## config.mk

```make
export PLATFORM = sky130hd
export DESIGN_NAME = poh_irq_status
export DESIGN_NICKNAME = d
export VERILOG_FILES = /design/src/rtl/poh_irq_pkg.sv /design/src/rtl/poh_level_change.sv /design/src/rtl/poh_stat_reg.sv /design/src/rtl/poh_reg_port.sv /design/src/rtl/poh_irq_status.sv
export SDC_FILE = /design/constraint.sdc
export NUM_CORES = 1
export LEC_CHECK = 0
export BUFFER_PORTS_ARGS = -buffer_cell sky130_fd_sc_hd__buf_2
export CORE_MARGIN = 10
export CORE_UTILIZATION = 39
export CTS_BUF_LIST = sky130_fd_sc_hd__clkbuf_8 sky130_fd_sc_hd__clkbuf_16
export DETAILED_ROUTE_END_ITERATION = 12
export GPL_ROUTABILITY_DRIVEN = 1
export GPL_TIMING_DRIVEN = 1
export PLACE_DENSITY_LB_ADDON = 0.1
export SYNTH_ARGS = -nofsm -noshare
export SYNTH_HDL_FRONTEND = slang
export SYNTH_SLANG_ARGS = --single-unit
```

## constraint.sdc

```tcl
create_clock -name clk -period 4.4 [get_ports clk]
set_input_delay 1.1 -clock clk [delete_from_list [all_inputs] [get_ports clk]]
set_output_delay 1.1 -clock clk [all_outputs]
set_load 0.01 [all_outputs]
```

## src/rtl/poh_irq_pkg.sv

```systemverilog
package poh_irq_pkg;

    localparam int BYTE_W    = 8;
    localparam int ADDR_W    = 3;
    localparam int NUM_STAT  = 2;
    localparam int NUM_DEF   = 4;
    localparam int RDI_W     = 3;
    localparam int RDI_LSB   = 4;

    typedef enum logic [ADDR_W-1:0] {
        ADR_STAT0 = 3'd0,
        ADR_STAT1 = 3'd1,
        ADR_MASK0 = 3'd2,
        ADR_MASK1 = 3'd3,
        ADR_LEVEL = 3'd4,
        ADR_RDI   = 3'd5,
        ADR_NONE6 = 3'd6,
        ADR_NONE7 = 3'd7
    } reg_addr_e;

    // byte 0 field order is fixed: bit 7 first
    typedef struct packed {
        logic b3_err;
        logic ptr_new;
        logic ptr_unknown;
        logic ptr_dec;
        logic ptr_inc;
        logic ptr_ndf;
        logic lop_chg;
        logic ais_chg;
    } stat0_t;

    typedef struct packed {
        logic [4:0] spare;
        logic       c2_chg;
        logic       rdi_unst_chg;
        logic       rdi_new;
    } stat1_t;

    // index order of the defect vector: 0 AIS, 1 LOP, 2 C2, 3 RDI unstable
    typedef struct packed {
        logic rdi_unst;
        logic c2_unst;
        logic lop;
        logic ais;
    } defect_t;

    function automatic logic [BYTE_W-1:0] level_byte(defect_t d);
        return {{(BYTE_W-NUM_DEF){1'b0}}, d};
    endfunction

    function automatic logic [BYTE_W-1:0] rdi_byte(logic [RDI_W-1:0] code);
        logic [BYTE_W-1:0] b;
        b = '0;
        b[RDI_LSB +: RDI_W] = code;
        return b;
    endfunction

endpackage

```

## src/rtl/poh_level_change.sv

```systemverilog
module poh_level_change #(
    parameter int N = 4
) (
    input  logic         clk,
    input  logic [N-1:0] lvl,
    output logic [N-1:0] chg
);
    logic [N-1:0] prev_q;

    for (genvar i = 0; i < N; i++) begin : g_bit
        // follows the level through reset, so a level present at
        // reset release is not reported as a change
        always_ff @(posedge clk) begin
            prev_q[i] <= lvl[i];
        end
        assign chg[i] = lvl[i] ^ prev_q[i];
    end
endmodule

```

## src/rtl/poh_stat_reg.sv

```systemverilog
module poh_stat_reg #(
    parameter int W = 8
) (
    input  logic         clk,
    input  logic         rst,
    input  logic [W-1:0] set,
    input  logic         rd_clr,
    input  logic         mask_we,
    input  logic [W-1:0] mask_wdata,
    output logic [W-1:0] stat,
    output logic [W-1:0] mask,
    output logic         irq_any
);
    logic [W-1:0] stat_q, mask_q, stat_keep;

    assign stat_keep = rd_clr ? '0 : stat_q;

    always_ff @(posedge clk) begin
        if (rst) begin
            stat_q <= '0;
            mask_q <= '0;
        end else begin
            stat_q <= stat_keep | set;
            if (mask_we) mask_q <= mask_wdata;
        end
    end

    assign stat    = stat_q;
    assign mask    = mask_q;
    assign irq_any = |(stat_q & mask_q);

    assert_clear_on_read_R5: assert property (@(posedge clk) disable iff (rst)
        (rd_clr && set == '0) |=> (stat == '0));

    assert_event_kept_R6: assert property (@(posedge clk) disable iff (rst)
        (set != '0) |=> ((stat & $past(set)) == $past(set)));

    assert_sticky_R3: assert property (@(posedge clk) disable iff (rst)
        (!rd_clr) |=> ((stat & $past(stat)) == $past(stat)));
endmodule

```

## src/rtl/poh_reg_port.sv

```systemverilog
module poh_reg_port
    import poh_irq_pkg::*;
(
    input  logic [ADDR_W-1:0]   addr,
    input  logic                rd,
    input  logic                wr,
    input  logic [BYTE_W-1:0]   stat0,
    input  logic [BYTE_W-1:0]   stat1,
    input  logic [BYTE_W-1:0]   mask0,
    input  logic [BYTE_W-1:0]   mask1,
    input  defect_t             levels,
    input  logic [RDI_W-1:0]    rdi_code,
    output logic [NUM_STAT-1:0] rd_clr,
    output logic [NUM_STAT-1:0] mask_we,
    output logic [BYTE_W-1:0]   rdata
);
    reg_addr_e a;
    assign a = reg_addr_e'(addr);

    always_comb begin
        rd_clr  = '0;
        mask_we = '0;
        rdata   = '0;
        unique case (a)
            ADR_STAT0: begin rdata = stat0; rd_clr[0] = rd; end
            ADR_STAT1: begin rdata = stat1; rd_clr[1] = rd; end
            ADR_MASK0: begin rdata = mask0; mask_we[0] = wr; end
            ADR_MASK1: begin rdata = mask1; mask_we[1] = wr; end
            ADR_LEVEL: rdata = level_byte(levels);
            ADR_RDI:   rdata = rdi_byte(rdi_code);
            default:   rdata = '0;
        endcase
    end
endmodule

```

## src/rtl/poh_irq_status.sv

```systemverilog
module poh_irq_status
    import poh_irq_pkg::*;
(
    input  logic              clk,
    input  logic              rst,
    input  logic              b3_err_evt,
    input  logic              ptr_new_evt,
    input  logic              ptr_unknown_evt,
    input  logic              ptr_dec_evt,
    input  logic              ptr_inc_evt,
    input  logic              ptr_ndf_evt,
    input  logic              rdi_new_evt,
    input  logic [2:0]        rdi_code_in,
    input  logic              lop_lvl,
    input  logic              ais_lvl,
    input  logic              c2_unstable_lvl,
    input  logic              rdi_unstable_lvl,
    input  logic [2:0]        reg_addr,
    input  logic              reg_rd,
    input  logic              reg_wr,
    input  logic [7:0]        reg_wdata,
    output logic [7:0]        reg_rdata,
    output logic              irq_out
);
    defect_t             lvl;
    logic [NUM_DEF-1:0]  chg;
    stat0_t              set0;
    stat1_t              set1;
    logic [NUM_STAT-1:0][BYTE_W-1:0] set_v, stat_v, mask_v;
    logic [NUM_STAT-1:0] rd_clr, mask_we, irq_v;
    logic [RDI_W-1:0]    rdi_q;

    assign lvl = '{rdi_unst: rdi_unstable_lvl, c2_unst: c2_unstable_lvl,
                   lop: lop_lvl, ais: ais_lvl};

    poh_level_change #(.N(NUM_DEF)) u_chg (
        .clk (clk),
        .lvl (lvl),
        .chg (chg)
    );

    always_comb begin
        set0 = '{b3_err: b3_err_evt, ptr_new: ptr_new_evt,
                 ptr_unknown: ptr_unknown_evt, ptr_dec: ptr_dec_evt,
                 ptr_inc: ptr_inc_evt, ptr_ndf: ptr_ndf_evt,
                 lop_chg: chg[1], ais_chg: chg[0]};
        set1 = '{spare: '0, c2_chg: chg[2], rdi_unst_chg: chg[3],
                 rdi_new: rdi_new_evt};
    end

    assign set_v[0] = set0;
    assign set_v[1] = set1;

    for (genvar b = 0; b < NUM_STAT; b++) begin : g_stat
        poh_stat_reg #(.W(BYTE_W)) u_stat (
            .clk        (clk),
            .rst        (rst),
            .set        (set_v[b]),
            .rd_clr     (rd_clr[b]),
            .mask_we    (mask_we[b]),
            .mask_wdata (reg_wdata),
            .stat       (stat_v[b]),
            .mask       (mask_v[b]),
            .irq_any    (irq_v[b])
        );
    end

    always_ff @(posedge clk) begin
        if (rst)              rdi_q <= '0;
        else if (rdi_new_evt) rdi_q <= rdi_code_in;
    end

    poh_reg_port u_port (
        .addr     (reg_addr),
        .rd       (reg_rd),
        .wr       (reg_wr),
        .stat0    (stat_v[0]),
        .stat1    (stat_v[1]),
        .mask0    (mask_v[0]),
        .mask1    (mask_v[1]),
        .levels   (lvl),
        .rdi_code (rdi_q),
        .rd_clr   (rd_clr),
        .mask_we  (mask_we),
        .rdata    (reg_rdata)
    );

    assign irq_out = |irq_v;

    assert_irq_high_R9: assert property (@(posedge clk) disable iff (rst)
        (((stat_v[0] & mask_v[0]) | (stat_v[1] & mask_v[1])) != '0) |-> irq_out);

    assert_irq_low_R9: assert property (@(posedge clk) disable iff (rst)
        (((stat_v[0] & mask_v[0]) | (stat_v[1] & mask_v[1])) == '0) |-> !irq_out);

    assert_lop_change_R4: assert property (@(posedge clk) disable iff (rst)
        (lop_lvl != $past(lop_lvl)) |=> stat_v[0][1]);

    assert_spare_zero_R8: assert property (@(posedge clk) disable iff (rst)
        stat_v[1][7:3] == '0);
endmodule

```

==> results of run 1 <==
worst max-delay path, cell delays in order:
cell     delay (ns)
buf_2          0.43
mux2i_1        0.26
nor2b_1        0.06
a211o_1        0.26
buf_2          0.14
area by class of cell:
cell class	instances	area share (%)
clock buffers	5	3.80
clock inverters	2	0.414
multi-input cells	124	44.7
flip-flops and latches	34	37.6
well taps	48	3.31
repair buffers	37	10.2
through the flow:
step / util (%) / area, um^2 / power, mW / instances / setup WS, ns
after CTS: 48.0 / 1810 / 0.627 / 250 / 1.05
final: 48.0 / 1810 / 0.620 / 250 / 1.04
after global routing: 48.0 / 1810 / 0.648 / 250 / 0.962
after detailed placement: 46.0 / 1740 / 0.419 / 243 / 1.06
after global placement: 46.0 / 1740 / 0.417 / 243 / 1.09
after floorplan: - / 1560 / 0.389 / 170 / 1.34
power by group:
| part | internal (mW) | total [mW] | switching (mW) |
|---|---|---|---|
| Sequential | 0.323 | 0.335 | 0.0120 |
| Clock | 0.104 | 0.208 | 0.104 |
| Combinational | 0.0356 | 0.0771 | 0.0415 |
worst max path at each step:
| stage | start | to | slack [ns] | cells after the start |
|---|---|---|---|---|
| 3_3_place_gp | reg_addr[1] | reg_rdata[2] | 1.09 | 5 |
| 6_report | reg_addr[1] | reg_rdata[0] | 1.04 | 5 |
| 2_1_floorplan | reg_addr[1] | reg_rdata[1] | 1.34 | 5 |
| 4_1_cts | reg_addr[1] | reg_rdata[0] | 1.05 | 5 |
| 5_1_grt | reg_addr[1] | reg_rdata[0] | 0.96 | 5 |
| 3_5_place_dp | reg_addr[1] | reg_rdata[0] | 1.06 | 5 |
cells in the mapped netlist, drive strengths merged:
library cell and number:
o221ai 2, nand3 6, clkbuf 4, xor2 4, buf 8, a221oi 2, nor2 26, mux2i 20
nor2b 2, or4b 1, nand4b 1, nand2b 3, or2 1, and4bb 1, o22ai 4, and4b 1
a22o 2, nand2 19, o21a 1, dfxtp 34, a21oi 19, a222oi 1, nand4bb 1, a21o 4
mux2 2, a211o 1
sequential cells by signal, indices dropped and copies added (netlist names):
| register | cells |
|---|---|
| g_stat.u_stat.mask | 16 |
| g_stat.u_stat.stat | 11 |
| u_chg.prev_q | 4 |
| rdi_q | 3 |
logic make-up after synthesis:
family | Yosys count
DFF | 34
buffers and inverters | 12
AOI/OAI and AO/OA | 36
xor gates and xnor gates | 4
and+or+nand+nor | 62
muxes | 22
metal layers:
layer | vias to the layer above | track usage, % | routed length (um)
met5 | - | 0 | 0
met4 | 0 | 3.23 | 43
met3 | 5 | 4.49 | 192
met2 | 33 | 18.2 | 1870
met1 | 599 | 13.9 | 1870
li1 | 657 | - | -
==> summary.md, run 1 <==
| Metric | Value |
|---|---|
| Chip Width | about 83 um |
| Synthesized net count | 199 |
| DRC violations left | 0 |
| DR iter-0 viols | 72 |
| Crit path arrival time | between 2 and 2.5 ns |
| CTS tree | built |
| Maximum vdd drop | about 0.00021 V |
| Vias in the first global route | 1307 |
| Final Hold Vio Count | 0 |
| Gate Count Post-Synth | 170 |
| TritonCTS Sinks | 34 |
| Hold Crit Class | reg2reg |
| Critical Path Fanout Max | 25 |
| Max Root-Sink Buffers | 2 |
| Top-area cell type share of the netlist area | a little over two fifths |
| Max Slew Vio Count | 0 |
| Routed vias | 1294 |
| H-tree levels | 2 |
| Wire length per cell | 15.9 um |
| Number of diodes | 0 |
| Area of the mapped netlist | ~1600 um^2 |
| Multi-input logic area | between 800 and 900 um^2 |
| Synth top area cells | dfxtp_1 44%, mux2i_1 13%, nor2_1 6.3% |
| Synth unique cells | 29 |
| Final antenna-violating net count | 0 |
| Total track usage | 11.5% |
| Synth Area in Compound Gates | between 10% and 20% |
| Main combinational cell family by area after synthesis | simple AND/OR/NAND/NOR gates |
| Dpl hpwl | between 2000 and 3000 um |
| Fin crit share | 76.4% |
| Total Die Area | approximately 6900 um^2 |
| RSZ-0062 raised after global routing | no |
| Port bufs | 37 |
| Final nets | approximately 230 |
| Largest area contributor in the synthesized netlist | dfxtp_1 |
| FP Rows | 22 |
| Initial antenna violation count | 0 |
| Reg clk slew, reported paths | ~0.06 ns |
| Worst-Margin Slew | approximately 0.54 ns |
| Proportion of layout cells with a drive suffix above 1 | a little over a quarter |
| R2R depth | 3 |
| Setup_tns | 0 ns |
| Final setup skew | approximately 0.00028 ns |
| Most common cell after layout, fill and taps aside | buf_2 |
| Total of max-cap violations | 0 |
| Syn avg cell area | a little over 9 um^2 |
| Detailed Route WL | slightly below 4000 um |
| Resized cells post-CTS | 0 |
| Post-Synth XOR/XNOR Area | under 10% |
| Status | finished clean |
| Critical path class | in2out |
| Slack of the worst reg-to-reg path | 3.66 ns |
| Hold_sp | g_stat[1].u_stat.mask[3] |
| Most frequent cells in the layout | 37 x buf_2, 34 x dfxtp_1, 26 x nor2_1, 20 x mux2i_1, 19 x nand2_1 |
| Worst EP required | between 3 and 4 ns |
| Fmax | around 300 MHz |
| Adder-cell share of the synthesized area | 0% |
| Critical Path Source Type | primary input |
| Pwr/cell area | 342 nW/um^2 |
| Hold-fix buffers at CTS | 0 |
| Tightest hold margin | ~0.46 ns |
| Multiplexer area fraction after synthesis | about 14% |
| First-pass GRT wire length | 6620 um |
| Ys Warns | 0 |
| Post-synthesis simple-gate area fraction | 18.8% |
| Worst skew pair latency | ~0.28 ns |
| Synthesized flop and latch total | 34 |
| WHS Endpoint | g_stat[1].u_stat.mask[3] |
| Chip height | just over 80 um |
| Postcts setup bufs | 0 |
| Area grow syn2layout | 16.4% |
| GP Congestion | ~0.77 |
| Post-synthesis sequential area ratio | between 40 and 50% |
| CTS Buf Count | 5 |
| Core area | between 3000 and 4000 um^2 |
| Worst r2r src | u_chg.prev_q[3] |
| Max_slew headroom | a little under two thirds |
| CP endpoint kind | primary output |
| Storage cell area | 681 um^2 |
| Worst R2R End | g_stat[1].u_stat.stat[1] |
| Remaining global-route overflow | 0 |
| Leak | just under 0.8 nW |
| Fill cells | around 390 |
| IO Count | 38 |
| Root buf cell | clkbuf_8 |
| Setup violators final | 0 |
| Initial Util | 41.3% |
| First-pass detailed-route iteration total | 4 |
| Worst Hold Path Cells | 2 |
| Via/cell ratio | between 5 and 6 |
| Largest net degree at the start of global routing | 31 |
| Minimum clock period | 3.36 ns |
Note: power is estimated with default switching activity, not from simulation.
==> run 2, diff against run 1 <==
==> constraint.sdc (replaced) <==
create_clock -name clk -period 3.47 [get_ports clk]
set_input_delay 0.8675 -clock clk [delete_from_list [all_inputs] [get_ports clk]]
set_output_delay 0.8675 -clock clk [all_outputs]
set_load 0.01 [all_outputs]
==> summary.md, run 2 (synthesized netlist as in run 1, its figures left out) <==
| Metric | Value |
|---|---|
| Status | finished clean |
| Final Hold Vio Count | 0 |
| GP Congestion | about 0.77 |
| Hold-fix buffers at CTS | 0 |
| Routed vias | about 1.3k |
| Detailed Route WL | around 4000 um |
| Worst EP required | roughly 2.6 ns |
| Worst-path cell chain | buf_2, mux2i_1, nor2b_1, a211o_1, buf_2 |
| Final antenna-violating net count | 0 |
| Vias in the first global route | about 1.3k |
| H-tree levels | 2 |
| Chip height | 83.2 um |
| First-pass GRT wire length | about 6700 um |
| Resized cells post-CTS | 0 |
| Slowest stage delay, CP | between 0.4 and 0.5 ns |
| Postcts setup bufs | 0 |
| Critical Path Fanout Max | 25 |
| DR iter-0 viols | 86 |
| Fin crit share | around 83% |
| Pwr/cell area | around 430 nW/um^2 |
| Final setup skew | slightly below 0.0008 ns |
| Dpl hpwl | 2960 um |
| FP Rows | 22 |
| Critical Path Source Type | primary input |
| Setup violators final | 0 |
| Initial antenna violation count | 0 |
| Tightest hold margin | 0.455 ns |
| Via/cell ratio | approximately 5.2 |
| Slowest library cell on the worst path | buf_2 |
| Clock power frac | 33.4% |
| Register share of total power | 54.1% |
| TritonCTS Sinks | 34 |
| CP endpoint kind | primary output |
| Setup_tns | 0 ns |
| R2R depth | 3 |
| CTS tree | built |
| Number of diodes | 0 |
| Pint | 587 uW |
| Total track usage | a little under an eighth |
| Max reg flops | 16 |
| Most common cell after layout, fill and taps aside | buf_2 |
| Total of max-cap violations | 0 |
| Initial Util | between 40% and 50% |
| Max Root-Sink Buffers | 2 |
| Reg clk slew, reported paths | about 0.060 ns |
| Port bufs | 37 |
| IO Count | 38 |
| Worst Hold Path Cells | 2 |
| Proportion of layout cells with a drive suffix above 1 | a little over a quarter |
| Dpl cells | about 240 |
| Critical path class | in2out |
| Max Slew Vio Count | 0 |
| Fmax | 346 MHz |
| Most used cell, CP | buf_2 |
| Fill cells | 383 |
| Root buf cell | clkbuf_8 |
| Sw frac | 25.3% |
| Core area | between 3000 and 4000 um^2 |
| Largest net degree at the start of global routing | 31 |
| WP buf/inv | 2 |
| Logic gate share of total power | 12.5% |
| WP depth | 5 |
| First-pass detailed-route iteration total | 4 |
| Delay-heaviest family, CP | buffers and inverters |
| Area grow syn2layout | 16.4% |
| Remaining global-route overflow | 0 |
| Leak | a little under 0.8 nW |
| DRC violations left | 0 |
| Final nets | around 230 |
| Worst-Margin Slew | between 0.5 and 0.6 ns |
| Hold Crit Class | reg2reg |
| Finished Layout Cells | between 200 and 300 |
| CTS Buf Count | 5 |
| Chip Width | 83.2 um |
| Max_slew headroom | roughly 63% |
| Worst skew pair latency | 0.28 ns |
| Minimum clock period | between 2 and 3 ns |
| Crit path arrival time | just over 2 ns |
| Most frequent cells in the layout | 37 x buf_2, 34 x dfxtp_1, 26 x nor2_1, 20 x mux2i_1, 19 x nand2_1 |
| RSZ-0062 raised after global routing | no |
| Total Die Area | 6920 um^2 |
| Maximum vdd drop | between 0.0002 and 0.00025 V |
| Wire length per cell | 16.2 um |
| Net switching power | slightly below 200 uW |
run 2: cell counts in the layout (fill, tap and decap cells not counted):
No cell type changed its count.
run 2: metrics by stage:
step           util, %  worst slack (ns)  area [um^2]  power (mW)
4_1_cts           48.0             0.587         1810       0.792
6_report          48.0             0.578         1810       0.785
3_5_place_dp      46.0             0.597         1740       0.532
2_1_floorplan        -             0.875         1560       0.493
5_1_grt           48.0             0.496         1810       0.818
3_3_place_gp      46.0             0.626         1740       0.529
run 2: area by class of cell:
cell class | instances | area (um^2) | area share, %
clock buffers | 5 | 68.8 | 3.80
clock inverters | 2 | 7.51 | 0.414
multi-input cells | 124 | 810 | 44.7
flip-flops and latches | 34 | 681 | 37.6
well taps | 48 | 60.1 | 3.31
repair buffers | 37 | 185 | 10.2
run 2: routing by layer:
layer	wire (um)	vias up	GRT usage [%]
met4	24	0	3.23
met3	142	4	3.13
met5	0	-	0
met2	1930	27	18.4
li1	-	657	-
met1	1940	613	14.5
run 2: path summary, 6_finish.rpt:
path	start	to	slack [ns]
setup / recovery	reg_addr[1]	reg_rdata[0]	0.58
hold / removal	g_stat[1].u_stat.mask[5]	g_stat[1].u_stat.mask[5]	0.46
setup reg to reg	u_chg.prev_q[3]	g_stat[1].u_stat.stat[1]	2.73
hold reg to reg	g_stat[1].u_stat.mask[5]	g_stat[1].u_stat.mask[5]	0.46
run 2: worst min-delay path, cell delays in order (launching register included):
cell	delay, ns
dfxtp_1	0.31
nand2_1	0.05
a21oi_1	0.05
run 2: power groups by stage:
stage	logic, mW	clock network, mW	registers, mW
2_1_floorplan	0.0644	0	0.428
5_1_grt	0.109	0.282	0.427
3_5_place_dp	0.0985	0	0.433
4_1_cts	0.0988	0.268	0.425
6_report	0.0979	0.262	0.425
3_3_place_gp	0.0960	0	0.433
==> run 3, diff against run 2 <==
==> constraint.sdc (replaced) <==
create_clock -name clk -period 2.75 [get_ports clk]
set_input_delay 0.6875 -clock clk [delete_from_list [all_inputs] [get_ports clk]]
set_output_delay 0.6875 -clock clk [all_outputs]
set_load 0.01 [all_outputs]
==> summary.md, run 3 (synthesized netlist as in run 1, its figures left out) <==
| Metric | Value |
|---|---|
| Chip Width | slightly above 80 um |
| Setup_tns | 0 ns |
| Slowest stage delay, CP | around 0.42 ns |
| Final nets | 231 |
| Routed vias | ~1.3k |
| Maximum vdd drop | approximately 0.00029 V |
| Delay-heaviest family, CP | buffers and inverters |
| Storage cell area | around 700 um^2 |
| Crit path arrival time | about 1.8 ns |
| Leak | 0.790 nW |
| RSZ-0062 raised after global routing | no |
| Max reg flops | 16 |
| Busiest grt layer | met2 |
| Power Total | around 990 uW |
| Most frequent cells in the layout | 37 x buf_2, 34 x dfxtp_1, 26 x nor2_1, 20 x mux2i_1, 19 x nand2_1 |
| Most used cell, CP | buf_2 |
| Area grow syn2layout | 16.4% |
| Fin crit share | 91.4% |
| Hold Crit Class | reg2reg |
| Initial Util | between 40 and 50% |
| H-tree levels | 2 |
| Total of max-cap violations | 0 |
| Wire length per cell | 15.6 um |
| Worst-path cell chain | buf_2, mux2i_1, nor2b_1, a211o_1, buf_2 |
| Final WS setup | between 0.2 and 0.25 ns |
| Place WS | between 0.2 and 0.25 ns |
| Fmax | around 400 MHz |
| Status | finished clean |
| Detailed Route WL | 3910 um |
| CTS tree | built |
| First-pass GRT wire length | 6600 um |
| TritonCTS Sinks | 34 |
| Via/cell ratio | approximately 5.2 |
| Largest net degree at the start of global routing | 31 |
| Multi-input logic area | between 800 and 900 um^2 |
| First-pass detailed-route iteration total | 4 |
| Worst EP required | 2.06 ns |
| Remaining global-route overflow | 0 |
| Core area | around 3800 um^2 |
| GP Congestion | about 0.77 |
| Setup violators final | 0 |
| Final antenna-violating net count | 0 |
| Met3 global-route usage | approximately 3.4% |
| CP endpoint kind | primary output |
| Final setup skew | between 0.00007 and 0.00008 ns |
| Proportion of layout cells with a drive suffix above 1 | roughly 27% |
| DR iter-0 viols | 102 |
| CTS Buf Count | 5 |
| Worst-Margin Slew | around 0.55 ns |
| WP buf/inv | 2 |
| Max Slew Vio Count | 0 |
| Reg clk slew, reported paths | around 0.06 ns |
| Total track usage | approximately 11% |
| Minimum clock period | 2.51 ns |
| Max_slew headroom | a little over three fifths |
| Total Die Area | 6920 um^2 |
| Postcts setup bufs | 0 |
| DRC violations left | 0 |
| Critical Path Source Type | primary input |
| Number of diodes | 0 |
| Critical Path Fanout Max | 25 |
| Pwr/cell area | approximately 550 nW/um^2 |
| Met1 Use GR | 14.6% |
| Critical path class | in2out |
| FP Rows | 22 |
| Hold-fix buffers at CTS | 0 |
| IO Count | 38 |
| Initial antenna violation count | 0 |
| Resized cells post-CTS | 0 |
| Vias in the first global route | about 1.3k |
| Chip height | approximately 83 um |
| Dpl hpwl | approximately 3000 um |
| Max Root-Sink Buffers | 2 |
| Port bufs | 37 |
| Root buf cell | clkbuf_8 |
| Most common cell after layout, fill and taps aside | buf_2 |
| Fill cells | 401 |
| Final Hold Vio Count | 0 |
| Slowest library cell on the worst path | buf_2 |
| GR met2 Demand/Resource | about 18% |
| Worst skew pair latency | roughly 0.28 ns |
run 3: cell counts in the layout (fill, tap and decap cells not counted):
Identical to the previous run, type by type.
run 3: cell type report:
class                      count  share of cell area [%]
timing repair buffer          37                    10.2
clock inverter                 2                   0.414
multi-input combinational    124                    44.7
tap                           48                    3.31
sequential                    34                    37.6
clock buffer                   5                    3.80
run 3: tightest hold or removal path: cells and delay by family (launching register included):
family | cells | cell delay (ns)
DFF | 1 | 0.31
and+or+nand+nor | 1 | 0.05
AOI/OAI and AO/OA | 1 | 0.05
run 3: final timing paths:
| path | to | slack, ns | depth (start not counted) | startpoint |
|---|---|---|---|---|
| worst max register to register | g_stat[1].u_stat.stat[2] | 2.00 | 3 | u_chg.prev_q[2] |
| worst min-delay path | g_stat[1].u_stat.mask[5] | 0.45 | 2 | g_stat[1].u_stat.mask[5] |
| worst min register to register | g_stat[1].u_stat.mask[5] | 0.45 | 2 | g_stat[1].u_stat.mask[5] |
| worst max-delay path | reg_rdata[0] | 0.24 | 5 | reg_addr[1] |
run 3: metrics by stage:
| stage | cell area [um^2] | util, % | hold slack [ns] | std cells |
|---|---|---|---|---|
| after detailed placement | 1740 | 46.0 | 0.449 | 243 |
| final | 1810 | 48.0 | 0.454 | 250 |
| after floorplan | 1560 | - | 0.437 | 170 |
| after global placement | 1740 | 46.0 | 0.446 | 243 |
| after global routing | 1810 | 48.0 | 0.481 | 250 |
| after CTS | 1810 | 48.0 | 0.457 | 250 |
run 3: power by group:
group,switching [mW],internal (mW)
combinational,0.0658,0.0569
sequential,0.0192,0.517
clock,0.163,0.167
total,0.248,0.740
run 3: routing by layer:
| layer | wire length [um] | part of all wire (%) | vias up |
|---|---|---|---|
| li1 | - | - | 658 |
| met5 | 0 | 0 | - |
| met4 | 16 | 0.41 | 0 |
| met1 | 1820 | 47 | 607 |
| met3 | 186 | 4.8 | 2 |
| met2 | 1890 | 48 | 35 |
